<file path="src/rtl/wbp_pkg.sv">
package wbp_pkg;

    localparam int BUS_W = 32;
    localparam int LANES = BUS_W / 8;

    typedef enum logic [1:0] {
        ACC_BYTE     = 2'd0,
        ACC_WORD     = 2'd1,
        ACC_LONG     = 2'd2,
        ACC_LONG_ALT = 2'd3
    } acc_size_e;

    // data and size travelling with a store
    typedef struct packed {
        logic [BUS_W-1:0] data;
        acc_size_e        size;
    } st_pay_t;

    // lane-placed data with byte enables
    typedef struct packed {
        logic [BUS_W-1:0] data;
        logic [LANES-1:0] be;
    } lane_t;

    // big-endian lane placement: lane 0 of the address is bits 31:24
    function automatic lane_t lane_place(acc_size_e sz, logic [1:0] lo,
                                         logic [BUS_W-1:0] d);
        lane_t r;
        r.data = '0;
        r.be   = '0;
        case (sz)
            ACC_BYTE: begin
                r.be   = 4'b1000 >> lo;
                r.data = {d[7:0], 24'h000000} >> {lo, 3'b000};
            end
            ACC_WORD: begin
                if (lo[1]) begin
                    r.be   = 4'b0011;
                    r.data = {16'h0000, d[15:0]};
                end else begin
                    r.be   = 4'b1100;
                    r.data = {d[15:0], 16'h0000};
                end
            end
            default: begin
                r.be   = '1;
                r.data = d;
            end
        endcase
        return r;
    endfunction

endpackage

</file>
<file path="src/rtl/wbp_issue_reg.sv">
module wbp_issue_reg
    import wbp_pkg::*;
#(
    parameter int ADDR_W = 32
) (
    input  logic              clk,
    input  logic              rst,
    input  logic              in_valid,
    output logic              in_ready,
    input  logic [ADDR_W-1:0] in_addr,
    input  st_pay_t           in_pay,
    input  logic              opf_req,
    input  logic              down_room,
    output logic              go,
    output logic [ADDR_W-1:0] out_addr,
    output st_pay_t           out_pay
);

    logic              vld;
    logic [ADDR_W-1:0] addr_q;
    st_pay_t           pay_q;

    // a held store yields to operand reads unless a newer store pushes it
    assign go       = vld && down_room && (!opf_req || in_valid);
    assign in_ready = !vld || go;
    assign out_addr = addr_q;
    assign out_pay  = pay_q;

    always_ff @(posedge clk) begin
        if (rst) begin
            vld <= 1'b0;
        end else if (in_valid && in_ready) begin
            vld <= 1'b1;
        end else if (go) begin
            vld <= 1'b0;
        end
    end

    always_ff @(posedge clk) begin
        if (in_valid && in_ready) begin
            addr_q <= in_addr;
            pay_q  <= in_pay;
        end
    end

    p_capture_r2: assert property (@(posedge clk) disable iff (rst)
        (in_valid && in_ready) |=> (vld && addr_q == $past(in_addr) && pay_q == $past(in_pay)));

    p_opf_wait_r3: assert property (@(posedge clk) disable iff (rst)
        (vld && opf_req && !in_valid) |=> (vld && $stable(addr_q) && $stable(pay_q)));

    p_blocked_r5: assert property (@(posedge clk) disable iff (rst)
        (vld && !down_room) |-> !in_ready);

endmodule

</file>
<file path="src/rtl/wbp_xlate_reg.sv">
module wbp_xlate_reg
    import wbp_pkg::*;
#(
    parameter int ADDR_W = 32
) (
    input  logic              clk,
    input  logic              rst,
    input  logic              in_load,
    input  logic [ADDR_W-1:0] in_addr,
    input  st_pay_t           in_pay,
    output logic              room,
    output logic              xl_req,
    output logic [ADDR_W-1:0] xl_req_addr,
    input  logic              xl_rsp_valid,
    input  logic              xl_rsp_fault,
    input  logic [ADDR_W-1:0] xl_rsp_paddr,
    output logic              fault_valid,
    output logic [ADDR_W-1:0] fault_addr,
    output logic              cache_lookup,
    output logic [ADDR_W-1:0] cache_addr,
    input  logic              cache_hit,
    output logic              cache_wr,
    output logic [BUS_W-1:0]  cache_data,
    output logic [LANES-1:0]  cache_be,
    input  logic              c_room,
    output logic              fwd_valid,
    output logic [ADDR_W-1:0] fwd_paddr,
    output st_pay_t           fwd_pay
);

    logic              vld;
    logic              xdone;
    logic [ADDR_W-1:0] la_q;
    logic [ADDR_W-1:0] pa_q;
    st_pay_t           pay_q;
    logic              rsp_take;
    logic              empty_now;
    lane_t             placed;

    assign xl_req      = vld && !xdone;
    assign xl_req_addr = la_q;
    assign rsp_take    = xl_req && xl_rsp_valid;

    assign fault_valid = rsp_take && xl_rsp_fault;
    assign fault_addr  = la_q;

    assign cache_lookup = vld && xdone;
    assign cache_addr   = pa_q;
    assign cache_wr     = cache_lookup && cache_hit;
    assign placed       = lane_place(pay_q.size, pa_q[1:0], pay_q.data);
    assign cache_data   = placed.data;
    assign cache_be     = placed.be;

    // a miss becomes a write-through once the lane register has space
    assign fwd_valid = cache_lookup && !cache_hit && c_room;
    assign fwd_paddr = pa_q;
    assign fwd_pay   = pay_q;

    assign empty_now = fault_valid || cache_wr || fwd_valid;
    assign room      = !vld || empty_now;

    always_ff @(posedge clk) begin
        if (rst) begin
            vld   <= 1'b0;
            xdone <= 1'b0;
        end else if (in_load) begin
            vld   <= 1'b1;
            xdone <= 1'b0;
        end else if (empty_now) begin
            vld   <= 1'b0;
            xdone <= 1'b0;
        end else if (rsp_take) begin
            xdone <= 1'b1;
        end
    end

    always_ff @(posedge clk) begin
        if (in_load) begin
            la_q  <= in_addr;
            pay_q <= in_pay;
        end
        if (rsp_take && !xl_rsp_fault) begin
            pa_q <= xl_rsp_paddr;
        end
    end

    p_req_hold_r6: assert property (@(posedge clk) disable iff (rst)
        (xl_req && !xl_rsp_valid) |=> (xl_req && $stable(xl_req_addr)));

    p_fault_drop_r7: assert property (@(posedge clk) disable iff (rst)
        fault_valid |=> !cache_lookup);

    p_load_space_r11: assert property (@(posedge clk) disable iff (rst)
        in_load |-> room);

endmodule

</file>
<file path="src/rtl/wbp_lane_reg.sv">
module wbp_lane_reg
    import wbp_pkg::*;
#(
    parameter int ADDR_W = 32
) (
    input  logic              clk,
    input  logic              rst,
    input  logic              in_valid,
    input  logic [ADDR_W-1:0] in_paddr,
    input  st_pay_t           in_pay,
    output logic              room,
    output logic              bus_valid,
    input  logic              bus_ready,
    output logic [ADDR_W-1:0] bus_addr,
    output logic [BUS_W-1:0]  bus_data,
    output logic [LANES-1:0]  bus_be
);

    logic              vld;
    logic [ADDR_W-1:0] pa_q;
    lane_t             lanes_q;

    assign room      = !vld || bus_ready;
    assign bus_valid = vld;
    assign bus_addr  = pa_q;
    assign bus_data  = lanes_q.data;
    assign bus_be    = lanes_q.be;

    always_ff @(posedge clk) begin
        if (rst) begin
            vld <= 1'b0;
        end else if (in_valid) begin
            vld <= 1'b1;
        end else if (bus_ready) begin
            vld <= 1'b0;
        end
    end

    // steering happens as the store enters this register
    always_ff @(posedge clk) begin
        if (in_valid) begin
            pa_q    <= in_paddr;
            lanes_q <= lane_place(in_pay.size, in_paddr[1:0], in_pay.data);
        end
    end

    p_bus_hold_r10: assert property (@(posedge clk) disable iff (rst)
        (bus_valid && !bus_ready) |=> (bus_valid && $stable(bus_addr) &&
                                       $stable(bus_data) && $stable(bus_be)));

    p_be_shape_r9: assert property (@(posedge clk) disable iff (rst)
        bus_valid |-> (bus_be inside {4'b1000, 4'b0100, 4'b0010, 4'b0001,
                                      4'b1100, 4'b0011, 4'b1111}));

    p_idle_lanes_r9: assert property (@(posedge clk) disable iff (rst)
        bus_valid |-> ((bus_data & ~{{8{bus_be[3]}}, {8{bus_be[2]}},
                                     {8{bus_be[1]}}, {8{bus_be[0]}}}) == '0));

endmodule

</file>
<file path="src/rtl/wbp_store_path.sv">
module wbp_store_path
    import wbp_pkg::*;
#(
    parameter int ADDR_W = 32
) (
    input  logic              clk,
    input  logic              rst,
    input  logic              ex_wr_valid,
    output logic              ex_wr_ready,
    input  logic [ADDR_W-1:0] ex_wr_addr,
    input  logic [31:0]       ex_wr_data,
    input  logic [1:0]        ex_wr_size,
    input  logic              opf_req,
    output logic              xl_req,
    output logic [ADDR_W-1:0] xl_req_addr,
    input  logic              xl_rsp_valid,
    input  logic              xl_rsp_fault,
    input  logic [ADDR_W-1:0] xl_rsp_paddr,
    output logic              fault_valid,
    output logic [ADDR_W-1:0] fault_addr,
    output logic              cache_lookup,
    output logic [ADDR_W-1:0] cache_addr,
    input  logic              cache_hit,
    output logic              cache_wr,
    output logic [31:0]       cache_data,
    output logic [3:0]        cache_be,
    output logic              bus_valid,
    input  logic              bus_ready,
    output logic [ADDR_W-1:0] bus_addr,
    output logic [31:0]       bus_data,
    output logic [3:0]        bus_be
);

    st_pay_t           ex_pay;
    logic              a_go;
    logic [ADDR_W-1:0] a_addr;
    st_pay_t           a_pay;
    logic              b_room;
    logic              b_fwd;
    logic [ADDR_W-1:0] b_paddr;
    st_pay_t           b_pay;
    logic              c_room;

    assign ex_pay.data = ex_wr_data;
    assign ex_pay.size = acc_size_e'(ex_wr_size);

    wbp_issue_reg #(.ADDR_W(ADDR_W)) u_issue (
        .clk       (clk),
        .rst       (rst),
        .in_valid  (ex_wr_valid),
        .in_ready  (ex_wr_ready),
        .in_addr   (ex_wr_addr),
        .in_pay    (ex_pay),
        .opf_req   (opf_req),
        .down_room (b_room),
        .go        (a_go),
        .out_addr  (a_addr),
        .out_pay   (a_pay)
    );

    wbp_xlate_reg #(.ADDR_W(ADDR_W)) u_xlate (
        .clk          (clk),
        .rst          (rst),
        .in_load      (a_go),
        .in_addr      (a_addr),
        .in_pay       (a_pay),
        .room         (b_room),
        .xl_req       (xl_req),
        .xl_req_addr  (xl_req_addr),
        .xl_rsp_valid (xl_rsp_valid),
        .xl_rsp_fault (xl_rsp_fault),
        .xl_rsp_paddr (xl_rsp_paddr),
        .fault_valid  (fault_valid),
        .fault_addr   (fault_addr),
        .cache_lookup (cache_lookup),
        .cache_addr   (cache_addr),
        .cache_hit    (cache_hit),
        .cache_wr     (cache_wr),
        .cache_data   (cache_data),
        .cache_be     (cache_be),
        .c_room       (c_room),
        .fwd_valid    (b_fwd),
        .fwd_paddr    (b_paddr),
        .fwd_pay      (b_pay)
    );

    wbp_lane_reg #(.ADDR_W(ADDR_W)) u_lane (
        .clk       (clk),
        .rst       (rst),
        .in_valid  (b_fwd),
        .in_paddr  (b_paddr),
        .in_pay    (b_pay),
        .room      (c_room),
        .bus_valid (bus_valid),
        .bus_ready (bus_ready),
        .bus_addr  (bus_addr),
        .bus_data  (bus_data),
        .bus_be    (bus_be)
    );

    p_one_exit_r11: assert property (@(posedge clk) disable iff (rst)
        $countones({fault_valid, cache_wr, b_fwd}) <= 1);

    p_force_fwd_r4: assert property (@(posedge clk) disable iff (rst)
        (ex_wr_valid && ex_wr_ready && opf_req && xl_req && !xl_rsp_valid)
            |=> $stable(xl_req_addr));

endmodule

</file>
<file path="config.mk">
export PLATFORM = sky130hd
export DESIGN_NAME = wbp_store_path
export DESIGN_NICKNAME = d
export VERILOG_FILES = /design/src/rtl/wbp_pkg.sv /design/src/rtl/wbp_issue_reg.sv /design/src/rtl/wbp_xlate_reg.sv /design/src/rtl/wbp_lane_reg.sv /design/src/rtl/wbp_store_path.sv
export SDC_FILE = /design/constraint.sdc
export NUM_CORES = 1
export LEC_CHECK = 0
export CORE_AREA = 5 5 165 167
export DETAILED_ROUTE_END_ITERATION = 7
export DIE_AREA = 0 0 170 172
export HOLD_SLACK_MARGIN = 0.06
export PLACE_DENSITY = 0.71
export SETUP_SLACK_MARGIN = 0.5
export SKIP_CTS_REPAIR_TIMING = 1
export SLEW_MARGIN = 20
export SYNTH_ARGS = -nofsm -noshare
export SYNTH_HDL_FRONTEND = slang
export SYNTH_HIERARCHICAL = 1
export SYNTH_SLANG_ARGS = --single-unit
</file>
<file path="constraint.sdc">
create_clock -name clk -period 12.3 [get_ports clk]
set_clock_uncertainty 0.2 [all_clocks]
set_input_delay 1.23 -clock clk [delete_from_list [all_inputs] [get_ports clk]]
set_output_delay 1.23 -clock clk [all_outputs]
set_load 0.02 [all_outputs]
</file>
# After elaboration in Yosys (flattened, before gate mapping)
# Index checks and enable logic that the tools add are counted.
[word_totals] output_inout_bits=206 ff_bits=236 wordCells=54
[classes] muxes=8 reduce_logical=29 shift=2 n_eq_ne=1
[op_table] operator="36-bit case mux with 2 select lines" count=1
[op_table] operator="36-bit 2-to-1 mux" count=1
[op_table] operator="32-bit by 5-bit right shift with 32-bit output" count=1
[op_table] operator="1-bit logical AND" count=11
[op_table] operator="1-bit zero test" count=7
[op_table] operator="1-bit logical OR" count=6
[op_table] operator="1-bit 2-to-1 mux" count=6
[op_table] operator="2-bit nonzero test" count=3
[op_table] operator="4-bit by 2-bit right shift with 4-bit output (first input constant)" count=1
[op_table] operator="3-bit OR reduction" count=1
[op_table] operator="2-bit by 1-bit equality test with 1-bit output (second input constant)" count=1
[op_table] operator="2-bit zero test" count=1

# Depth between registers and ports, before layout
[depth] depth_word=12 mapped_depth=6

# Hierarchy
# The synthesis kept the hierarchy.
[by_module_without_submodules] mod="wbp_xlate_reg" seq_area_each_um2=2982.9 area_per_inst_um2=4046.4 n_inst=1 cells_each=244
[by_module_without_submodules] mod="wbp_lane_reg" seq_area_each_um2=2062.0 area_per_inst_um2=2665.1 n_inst=1 cells_each=141
[by_module_without_submodules] mod="wbp_issue_reg" seq_area_each_um2=2001.9 area_per_inst_um2=2052.0 n_inst=1 cells_each=75

# Least setup slack after synthesis
# No wires, ideal clock.
[synth_path] kind="input to register" startpoint="input port bus_ready" endpoint="register u_issue.addr_q[0] (netlist: u_issue/out_addr[0]) (enable)" setup_slack_ns=4.909 arrival_time_ns=6.599 setup_time_ns=0.592 stages=5 n_path_buf=0 required_ns=11.508 path_cell_list="nand2b_1 nor3b_1 o21ai_0 inv_1 a21boi_0"
[synth_via] elab_chain_len=8
[synth_rtl] element="from (decl)" line_no="wbp_store_path.sv:28" source="input logic bus_ready,"
[synth_rtl] element="1-bit logical OR" line_no="wbp_lane_reg.sv:23" source="assign room = !vld || bus_ready;"
[synth_rtl] element="1-bit logical AND" line_no="wbp_xlate_reg.sv:55" source="assign fwd_valid = cache_lookup && !cache_hit && c_room;"
[synth_rtl] element="1-bit logical OR" line_no="wbp_xlate_reg.sv:59" source="assign empty_now = fault_valid || cache_wr || fwd_valid;"
[synth_rtl] element="1-bit logical OR" line_no="wbp_xlate_reg.sv:60" source="assign room = !vld || empty_now;"
[synth_rtl] element="via b_room" line_no="wbp_store_path.sv:38" source="logic b_room;"
[synth_rtl] element="1-bit logical AND (2 in series)" line_no="wbp_issue_reg.sv:24" source="assign go = vld && down_room && (!opf_req || in_valid);"
[synth_rtl] element="1-bit logical OR" line_no="wbp_issue_reg.sv:25" source="assign in_ready = !vld || go;"
[synth_rtl] element="1-bit logical AND" line_no="wbp_issue_reg.sv:40" source="if (in_valid && in_ready) begin"
[synth_rtl] element="to (signal assigned)" line_no="wbp_issue_reg.sv:41" source="addr_q <= in_addr;"
[synth_rtl] element="to (decl)" line_no="wbp_issue_reg.sv:20" source="logic [ADDR_W-1:0] addr_q;"
# The timed path passes the listed nets, and every way through them passes these cells.
# A chain may end at the register's enable or synchronous reset.

# Worst setup path after layout
[layout_path] startpoint="input port bus_ready" endpoint="output port ex_wr_ready"
[layout_via] elab_chain_len=7
[layout_rtl] element="1-bit logical OR" line_no="wbp_lane_reg.sv:23"
[layout_rtl] element="via c_room" line_no="wbp_store_path.sv:42" source="logic c_room;"
[layout_rtl] element="1-bit logical AND" line_no="wbp_xlate_reg.sv:55"
[layout_rtl] element="1-bit logical OR" line_no="wbp_xlate_reg.sv:59"
[layout_rtl] element="1-bit logical OR" line_no="wbp_xlate_reg.sv:60"
[layout_rtl] element="via b_room" line_no="wbp_store_path.sv:38"
[layout_rtl] element="1-bit logical AND (2 in series)" line_no="wbp_issue_reg.sv:24"
[layout_rtl] element="1-bit logical OR" line_no="wbp_issue_reg.sv:25"
[layout_rtl] element="to (decl)" line_no="wbp_store_path.sv:9" source="output logic ex_wr_ready,"
# The timed path passes the listed nets, and every way through them passes these cells.

==> results.md <==
- Period minus WS final: approximately 4500 ps
- R2r endpoint: u_issue/out_pay[20]
- Worst slew pin tran: approximately 1100 ps
- Final hold slack: approximately 210 ps
- Rel. slew slack: 27.4%
- DR WL/cell: ~20 um
- Vias: about 5000
- Final setup TNS: 0 ps
- DRT Wirelength: ~21000 um
- EDFF count, synth: about 230
- Fin worst setup slack: around 7800 ps
- Pre-antenna DRT Iters: 6
- Finished Cell Area: about 13000 um2
- CP Cell Sequence: clkdlybuf4s50_1 > nand2b_1 > nor3b_1 > o21ai_0 > a21bo_1 > clkdlybuf4s50_1
- Hold EP: u_xlate/fwd_pay[10]
- Design Power: 1800 uW
- Post-synthesis sequential area ratio: 80.4%
- Cell family contributing the most delay on the critical path: buffers and inverters
- Reg clk slew, reported paths: ~60 ps
- Global-route wire length before repair: between 30000 and 40000 um
- Master of the slowest instance on the critical path: clkdlybuf4s50_1
- GP Congestion: ~0.76
- Syn nets: around 570
- Status: completed
- Nets: 832
- Most frequent CP cell: clkdlybuf4s50_1
- CP Capture Type: primary output
- Type of the worst min-delay path: flop to flop
- Worst Hold Depth: 0
- Setup WS pre-CTS: around 7800 ps
- GRT overflow: 0
- Starting DRT DRC Count: between 300 and 400
- # clock sinks: 236
- Final HPWL DP: between 15000 and 20000 um
- Layout Area Growth over Synthesis: 43.7%
- CP arrival: 3120 ps
- Initial cell density of the core: about a third
- PortBufs: between 300 and 400
- DRC: 0
- Vias/cell: approximately 4.6
- Total global routing track utilization: a little over an eighth
- Largest net degree at the start of global routing: 70
- Hold Startpoint: u_issue/out_pay[10]
- Post-synth cell types: 42
- FF+latch count, synth: approximately 240
- FF-to-FF path depth: 5
- Max clock buf depth: 3
- Highest Clock Rate: 220 MHz
- Pleak: around 0.0043 uW
- Critical R2R Launch: u_xlate/xdone
- Routed Antenna Nets: 0
- Crit-path max FO: 5
- Vias in the first global route: slightly above 5000
- Mapped cell area: between 8000 and 9000 um2
- Final worst path period share: a little under two fifths
- Post-Syn Instances: 460
- DIE HEIGHT: 172 um
- CTS tree: built
- Commonest non-fill, non-tap cell in the layout: clkdlybuf4s50_1
- Worst skew pair latency: roughly 520 ps
- Pwr/cell area: between 100 and 150 nW/um2
- Initial antenna violation count: 7
- Finish-stage setup viols: 0
- Dpl cell area: between 10000 and 15000 um2
- CP Class: input port to primary output
- Dominant synthesized flop cell: edfxtp_1
- Num ports: between 300 and 400
- Pins Over Slew Limit: 0
- H-tree levels: 1
- Mean Syn Cell Area: 19.1 um2
- Final hold vios: 0
- Die Wd: roughly 170 um
- FILL cells: approximately 2200
- # Max-Cap Violations: 0
- Die area: around 29000 um2
- Core Area: between 20000 and 30000 um2
- Site Rows: between 50 and 60
- R2r setup slk: about 9800 ps
- Cts bufs inserted: 26
- CTS Root Cell: clkbuf_16
- Buffers and inverters on the worst path: 2
- VDD IR max: slightly above 0.09 mV
- Required time of the worst setup path: 10870 ps
- CP peak stage delay: about 600 ps
- Ratio of cells with drive above 1 in the final layout: between 6 and 7%
- Setup repair after global routing missed its margin: false
- Most frequent cells in the layout: 311 x clkdlybuf4s50_1, 232 x edfxtp_1, 26 x clkbuf_16, 24 x a22o_1, 16 x a221o_1
- Yosys warnings: 6
- Ys async rst share: 0%
- Critical Path Source Type: input port
-- sequential cells by signal, indices dropped and copies added, names as in the netlist --
| register | flops |
|---|---|
| u_issue/out_pay | 34 |
| u_xlate/fwd_pay | 34 |
| u_issue/out_addr | 32 |
| u_lane/bus_addr | 32 |
| u_lane/bus_data | 32 |
| u_xlate/cache_addr | 32 |
| u_xlate/fault_addr | 32 |
| u_lane/bus_be | 4 |
| u_issue/vld | 1 |
| u_lane/bus_valid | 1 |
| u_xlate/vld | 1 |
| u_xlate/xdone | 1 |
-- cell usage after synthesis (2+ instances only) --
library cell  number  area, um2
a21boi_0           5       37.5
nand2b_1           3       18.8
a222oi_1           8       80.1
buf_4             64        480
a21boi_1           4       30.0
inv_1             13       48.8
nor4_4             2       42.5
nor3b_1            3       22.5
buf_2              6       30.0
a221o_1           16        160
nor3_2             2       20.0
nor2_2             2       12.5
o21ai_0            3       15.0
a32o_1             8       80.1
a21o_1             2       15.0
and3_1             3       18.8
and2_0            10       62.6
dfxtp_1            4       80.1
nand2_1            2       7.51
a21oi_1            4       20.0
and2_1             8       50.1
edfxtp_1         232       6970
nor2_1             3       11.3
nor2b_1            9       56.3
a22o_1            24        210
buf_6              4       45.0
-- through the flow --
stage               util, %  instances
floorplan                 -        460
global placement       46.0       1033
detailed placement     46.0       1033
CTS                    49.1       1079
global route           49.1       1079
finish                 49.1       1080
-- kinds of logic (layout without fill, tap and decap cells) --
kind of cell	after synthesis	in the layout	synth area share, %
flops	236	236	80.4
buf+inv	90	374	7.07
compound gates	78	78	7.74
simple gates	56	56	4.78
other cells	0	1	0
-- per-layer routing --
| layer | part of all wire [%] | up-vias | GRT usage (%) |
|---|---|---|---|
| li1 | - | 2283 | - |
| met1 | 38 | 2393 | 16.2 |
| met2 | 48 | 255 | 22.8 |
| met3 | 10 | 59 | 5.42 |
| met4 | 3.4 | 14 | 5.14 |
| met5 | 0.44 | - | 0 |
-- worst max path at each step --
stage                            start                  end  slack (ps)  cells after the start
finish                       bus_ready          ex_wr_ready        7750                      6
global route        u_xlate/fwd_pay[0]       cache_data[23]        7670                      4
CTS                          bus_ready          ex_wr_ready        7770                      6
detailed placement           bus_ready          ex_wr_ready        7770                      6
global placement             bus_ready          ex_wr_ready        7840                      6
floorplan                    bus_ready  u_issue/out_addr[0]        4910                      5
-- area by class of cell --
type / instances / area (um2) / area share [%]
timing repair buffer: 314 / 3140 / 24.9
clock inverter: 12 / 128 / 1.01
multi-input combinational: 134 / 1120 / 8.93
tap: 335 / 419 / 3.33
inverter: 14 / 52.6 / 0.417
antenna: 1 / 2.50 / 0.0199
clock buffer: 34 / 681 / 5.41
sequential: 236 / 7050 / 56.0
-- where the power goes --
group	leakage (uW)	switching (uW)	internal, uW	total [uW]
Combinational	0.00169	62.6	72.7	135
Clock	0.000392	297	432	729
Sequential	0.00219	17.5	915	933
Total	0.00427	377	1420	1800
Note: power is estimated with default switching activity, not from simulation.
